### src/rtl/ser_pkg.sv
package ser_pkg;

    parameter int unsigned BYTE_W = 8;
    localparam int unsigned PHASE_W = (BYTE_W > 1) ? $clog2(BYTE_W) : 1;

    typedef logic [BYTE_W-1:0]  byte_t;
    typedef logic [PHASE_W-1:0] phase_t;

    // capture request from the upstream byte-clock domain
    typedef struct packed {
        logic  stb;
        byte_t data;
    } cap_req_t;

    // parallel load request towards the shifter
    typedef struct packed {
        logic  load;
        byte_t word;
    } load_req_t;

    localparam phase_t LAST_PHASE = phase_t'(BYTE_W - 1);

    function automatic phase_t phase_step(input phase_t p);
        return (p == LAST_PHASE) ? '0 : phase_t'(p + 1'b1);
    endfunction

endpackage

### src/rtl/ser_phase_gen.sv
module ser_phase_gen
    import ser_pkg::*;
(
    input  logic clk_i,
    input  logic rst_i,
    output logic load_stb_o
);

    phase_t ph_q;

    always_ff @(posedge clk_i) begin
        if (rst_i) begin
            ph_q <= '0;
        end else begin
            ph_q <= phase_step(ph_q);
        end
    end

    // last phase of the byte period: its closing edge reloads the shifter
    assign load_stb_o = (ph_q == LAST_PHASE);

endmodule

### src/rtl/ser_cap_reg.sv
module ser_cap_reg
    import ser_pkg::*;
(
    input  logic     clk_i,
    input  logic     rst_i,
    input  cap_req_t req_i,
    output byte_t    word_o
);

    byte_t word_q;

    always_ff @(posedge clk_i) begin
        if (rst_i) begin
            word_q <= '0;
        end else if (req_i.stb) begin
            word_q <= req_i.data;
        end
    end

    assign word_o = word_q;

endmodule

### src/rtl/ser_shift_reg.sv
module ser_shift_reg
    import ser_pkg::*;
#(
    parameter bit MSB_FIRST = 1'b1
) (
    input  logic      clk_i,
    input  logic      rst_i,
    input  load_req_t req_i,
    output logic      ser_o
);

    byte_t sh_q;
    byte_t sh_next;

    generate
        if (MSB_FIRST) begin : g_msb
            assign sh_next = {sh_q[BYTE_W-2:0], 1'b0};
            assign ser_o   = sh_q[BYTE_W-1];
        end else begin : g_lsb
            assign sh_next = {1'b0, sh_q[BYTE_W-1:1]};
            assign ser_o   = sh_q[0];
        end
    endgenerate

    // zeros are shifted in, so the line idles low until the first load
    always_ff @(posedge clk_i) begin
        if (rst_i) begin
            sh_q <= '0;
        end else if (req_i.load) begin
            sh_q <= req_i.word;
        end else begin
            sh_q <= sh_next;
        end
    end

endmodule

### src/rtl/byte_serializer.sv
module byte_serializer
    import ser_pkg::*;
(
    input  logic              clk_i,
    input  logic              rst_i,
    input  logic              cap_stb_i,
    input  logic [BYTE_W-1:0] data_i,
    output logic              ser_o,
    output logic              load_stb_o
);

    logic      load_stb;
    byte_t     held_word;
    cap_req_t  cap_req;
    load_req_t load_req;

    assign cap_req.stb  = cap_stb_i;
    assign cap_req.data = data_i;

    ser_phase_gen u_phase (
        .clk_i      (clk_i),
        .rst_i      (rst_i),
        .load_stb_o (load_stb)
    );

    ser_cap_reg u_cap (
        .clk_i  (clk_i),
        .rst_i  (rst_i),
        .req_i  (cap_req),
        .word_o (held_word)
    );

    assign load_req.load = load_stb;
    assign load_req.word = held_word;

    ser_shift_reg #(
        .MSB_FIRST (1'b1)
    ) u_shift (
        .clk_i (clk_i),
        .rst_i (rst_i),
        .req_i (load_req),
        .ser_o (ser_o)
    );

    assign load_stb_o = load_stb;

endmodule

### config.mk
export PLATFORM = sky130hd
export DESIGN_NAME = byte_serializer
export DESIGN_NICKNAME = d
export VERILOG_FILES = /design/src/rtl/ser_pkg.sv /design/src/rtl/ser_phase_gen.sv /design/src/rtl/ser_cap_reg.sv /design/src/rtl/ser_shift_reg.sv /design/src/rtl/byte_serializer.sv
export SDC_FILE = /design/constraint.sdc
export NUM_CORES = 1
export LEC_CHECK = 0
export BUFFER_PORTS_ARGS = -buffer_cell sky130_fd_sc_hd__buf_4
export CORE_AREA = 2 2 44 46
export DETAILED_ROUTE_END_ITERATION = 16
export DIE_AREA = 0 0 46 48
export PLACE_DENSITY = 0.61
export SLEW_MARGIN = 10
export SYNTH_ARGS = -nofsm -noshare
export SYNTH_HDL_FRONTEND = slang
export SYNTH_SLANG_ARGS = --single-unit
### constraint.sdc
create_clock -name clk_i -period 1.5 [get_ports clk_i]
set_input_delay 0.3 -clock clk_i [delete_from_list [all_inputs] [get_ports clk_i]]
set_output_delay 0.3 -clock clk_i [all_outputs]
set_load 0.02 [all_outputs]
Word-level counts from Yosys, hierarchy flattened
Index checks and enable logic that the tools add are counted.
{"block": "word_totals", "output_inout_bits": 2, "input_bits": 11, "register_bits": 19, "wordCells": 10}
{"block": "classes", "n_bitwise": 1, "eq_ne": 1, "n_mux": 1, "reduce_logical": 2, "addsub": 1}
{"operator": "$mux 8", "n": 1}
{"operator": "$reduce_or 2->1", "n": 2}
{"operator": "$add 3x1->3 const B", "n": 1}
{"operator": "$eq 3x3->1 const B", "n": 1}
{"operator": "$not 1->1", "n": 1}

Longest topological paths before layout
{"block": "depth", "word_depth": 3, "depth_mapped": 5}

Cells and area by module
Synthesis repeated with hierarchy kept, for this count alone.
{"block": "unflattened", "cells_unflattened": 59, "area_unflattened_um2": 673.1}
{"module": "ser_cap_reg", "n_inst": 1, "area_each_um2": 285.3, "cells_each": 26}
{"module": "ser_shift_reg", "n_inst": 1, "area_each_um2": 282.8, "cells_each": 25}
{"module": "ser_phase_gen", "n_inst": 1, "area_each_um2": 105.1, "cells_each": 8}

Worst setup path after synthesis
OpenSTA, ideal clock, no wires.
{"block": "synth_timing", "path_type": "reg2reg", "startpoint": "register u_phase.ph_q[0]", "endpoint": "register u_shift.sh_q[1]", "path_stages_with_launch": 6, "setup_ns": 0.117, "arrival_ns": 1.171, "synth_period_minus_slack_ns": 1.288, "slack_ns": 0.212, "cell_sequence": "dfxtp_1 > ha_1 > ha_1 > buf_6 > mux2i_1 > nor2_1"}
{"block": "synth_between", "elab_chain_len": 2}
{"element": "start: declaration", "line": "ser_phase_gen.sv:9", "source": "phase_t ph_q;"}
{"element": "start signal: assignment", "line": "ser_phase_gen.sv:15", "source": "ph_q <= phase_step(ph_q);"}
{"element": "$eq 3x3->1", "line": "ser_phase_gen.sv:20", "source": "assign load_stb_o = (ph_q == LAST_PHASE);"}
{"element": "named net load_stb_o", "line": "byte_serializer.sv:9", "source": "output logic load_stb_o"}
{"element": "$mux 8", "line": "ser_shift_reg.sv:29", "source": "end else if (req_i.load) begin"}
{"element": "end signal: assignment", "line": "ser_shift_reg.sv:30", "source": "sh_q <= req_i.word;"}
{"element": "end signal: assignment", "line": "ser_shift_reg.sv:32", "source": "sh_q <= sh_next;"}
{"element": "end: declaration", "line": "ser_shift_reg.sv:12", "source": "byte_t sh_q;"}
The timed path passes the listed nets, and every way through them passes these cells.
A chain may end at the register's enable or synchronous reset.

Worst setup path after layout
{"block": "layout_timing", "startpoint": "register u_phase.ph_q[0]", "endpoint": "output port load_stb_o"}
{"block": "layout_between", "elab_chain_len": 1}
{"element": "$eq 3x3->1", "line": "ser_phase_gen.sv:20"}
{"element": "end: declaration", "line": "byte_serializer.sv:9"}
No other way between the ends.

==> impl_metrics.toml <==
[global_routing]
grtUsageTotal_pct = 10.3
grt_max_degree = 20
grt_pass1_vias = 369
antenna_found_initial = 0
grt_overflow = 0
grt_pass1_wl_um = 1530

[sta]
skew_ns = 0.00526
finalHoldViolations = 0
finalMaxSlewViolations = 0
setup_viol = 0
fin_crit_ns = 1.43
hold_slack_ns = 0.243
rsz0062_at_grt = "no"
finalCritPeriodShare_pct = 95.2
finalSetupTns_ns = 0
fmax_ghz = 0.700
slew_headroom_pct = 87.2
timing_worst_slew_pin_value_ns = 0.193

[cells_and_area]
regArea_um2 = 380
final_cell_mix = "19 x dfxtp_1, 16 x nor2_1, 15 x mux2i_1, 13 x buf_4, 3 x clkbuf_4"
multi_input_area_um2 = 274
fillers = 165
drive_above_1_share_pct = 24.7
nNetsFinal = 87
diodes = 0
area_growth_pct = 19.2
layout_commonest_cell = "dfxtp_1"

[place]
gp_congestion = 0.646
io_buffers = 12

[synth]
syn-instance-count = 60
syn-cell-area_um2 = 671
ys_seq_area_share_pct = 56.7
syn_nets = 73
avgSynthCellArea_um2 = 11.2
ys_warn_count = 0
synth.distinct_cells = 10
synth_seq_cells = 19

[clocking]
clk_pin_slew_ns = 0.10
clock_sinks = 19
cts.htree.levels = 1
cts_setup_buffers = 0
worstSkewPairLatency_ns = 0.28
ctsRootBufferMaster = "clkbuf_4"
cts_buffers = 3
hold_buffers = 0
cts_tree = "done"
clk_path_buf_depth = 2

[routing]
antenna_left = 0
drt_iter0_drc = 4
route.detailed.drc = 0
drt_pass1_iterations = 2
wl_per_cell_um = 11.2
vias = 424
vias_per_cell = 4.71
wl_um = 1010

[worst_setup_path]
worstPathMaxFanout = 4
cp_top_family = "adder cells"
cp-end-kind = "primary output"
path_buf_inv = 1
crit_type = "reg -> out"
cp_cell_sequence = "ha_2 -> ha_4 -> buf_4"
crit_required_ns = 1.20
slowest_delay_ns = 0.33
crit_slowest_cell = "dfxtp_1"
start_kind = "flop"
cp.arrival_ns = 1.13

[floorplan]
initial_core_util_pct = 39.7
coreArea_um2 = 1690
die_w_um = 46
dieHeight_um = 48
dieArea_um2 = 2210
num_rows = 15
boundaryPins = 13

[power_and_ir_drop]
power_density_nw_per_um2 = 1050
p_leak_nw = 0.338
ir_drop_mv = 0.625

[flow_run]
max-cap-violations = 0

[outcome]
outcome = "complete, no violations"

[worst_hold_path]
hold_path.class = "in -> reg"
[final timing paths]
check	cells after the start	startpoint	slack, ns	to
max	3	u_phase.ph_q[0]$_SDFF_PP0_	0.07	load_stb_o
min	3	data_i[4]	0.24	u_cap.word_o[4]$_SDFFE_PP0P_
max reg2reg	5	u_phase.ph_q[0]$_SDFF_PP0_	0.26	u_shift.sh_q[4]$_SDFF_PP0_
min reg2reg	1	u_phase.ph_q[0]$_SDFF_PP0_	0.44	u_phase.ph_q[0]$_SDFF_PP0_
[registers in the layout (all words and copies together), names as in the netlist]
name / flops
u_cap.word_o: 8
u_shift.sh_q: 8
u_phase.ph_q: 3
[where the power goes]
part	leakage, nW	switching [mW]	total (mW)	internal, mW
combinational	0.168	0.0269	0.0647	0.0378
sequential	0.155	0.00996	0.534	0.524
clock	0.0150	0.135	0.238	0.103
total	0.338	0.172	0.837	0.665
[final cells by class]
| type | count | share of cell area, % |
|---|---|---|
| Clock buffer | 4 | 3.29 |
| Tap cell | 17 | 2.66 |
| Multi-Input combinational cell | 37 | 34.3 |
| Sequential cell | 19 | 47.6 |
| Timing Repair Buffer | 13 | 12.2 |
[worst register-to-register path, stage by stage, from the launching register on]
cell and delay [ns]:
dfxtp_1 0.35, ha_2 0.20, ha_4 0.15, buf_4 0.19, mux2i_1 0.20, nor2_1 0.05
[cells in the mapped netlist]
cell / count / area share, %
buf_4: 2 / 2.2
mux2i_1: 15 / 22
buf_2: 1 / 0.75
nor2_1: 16 / 9.0
ha_1: 2 / 3.7
nand2_1: 1 / 0.56
nor3b_1: 2 / 2.2
nor3_1: 1 / 0.75
dfxtp_1: 19 / 57
buf_6: 1 / 1.7
[logic make-up after synthesis]
logic type               after synthesis  share of synthesized area (%)
multiplexers                          15                           22.4
buffers and inverters                  4                           4.66
AND/OR/NAND/NOR                       20                           12.5
adder cells (fa/ha/maj)                2                           3.73
flip-flops                            19                           56.7
[what timing repair did]
| action | in CTS | in global routing |
|---|---|---|
| gates cloned | 0 | 0 |
| setup endpoints to repair | 1 | 1 |
| resized for setup | 1 | 2 |
[metal layers]
metal / share of wire, % / track usage, %
met1: 50 / 12.6
met2: 44 / 15.0
met3: 4.6 / 2.64
met4: 1.4 / 8.57
met5: 0 / 0
[per-stage QoR]
stage | instance area, µm² | power (mW) | cells | util, % | setup slack (ns)
detailed placement | 758 | 0.609 | 86 | 44.9 | 0.201
finish | 800 | 0.837 | 90 | 47.3 | 0.0722
global route | 800 | 0.876 | 90 | 47.3 | 0.0250
CTS | 787 | 0.852 | 90 | 46.6 | 0.0188
floorplan | 671 | 0.584 | 60 | - | 0.212
global placement | 758 | 0.608 | 86 | 44.9 | 0.239
No activity file was read; power rests on OpenSTA's default activity.
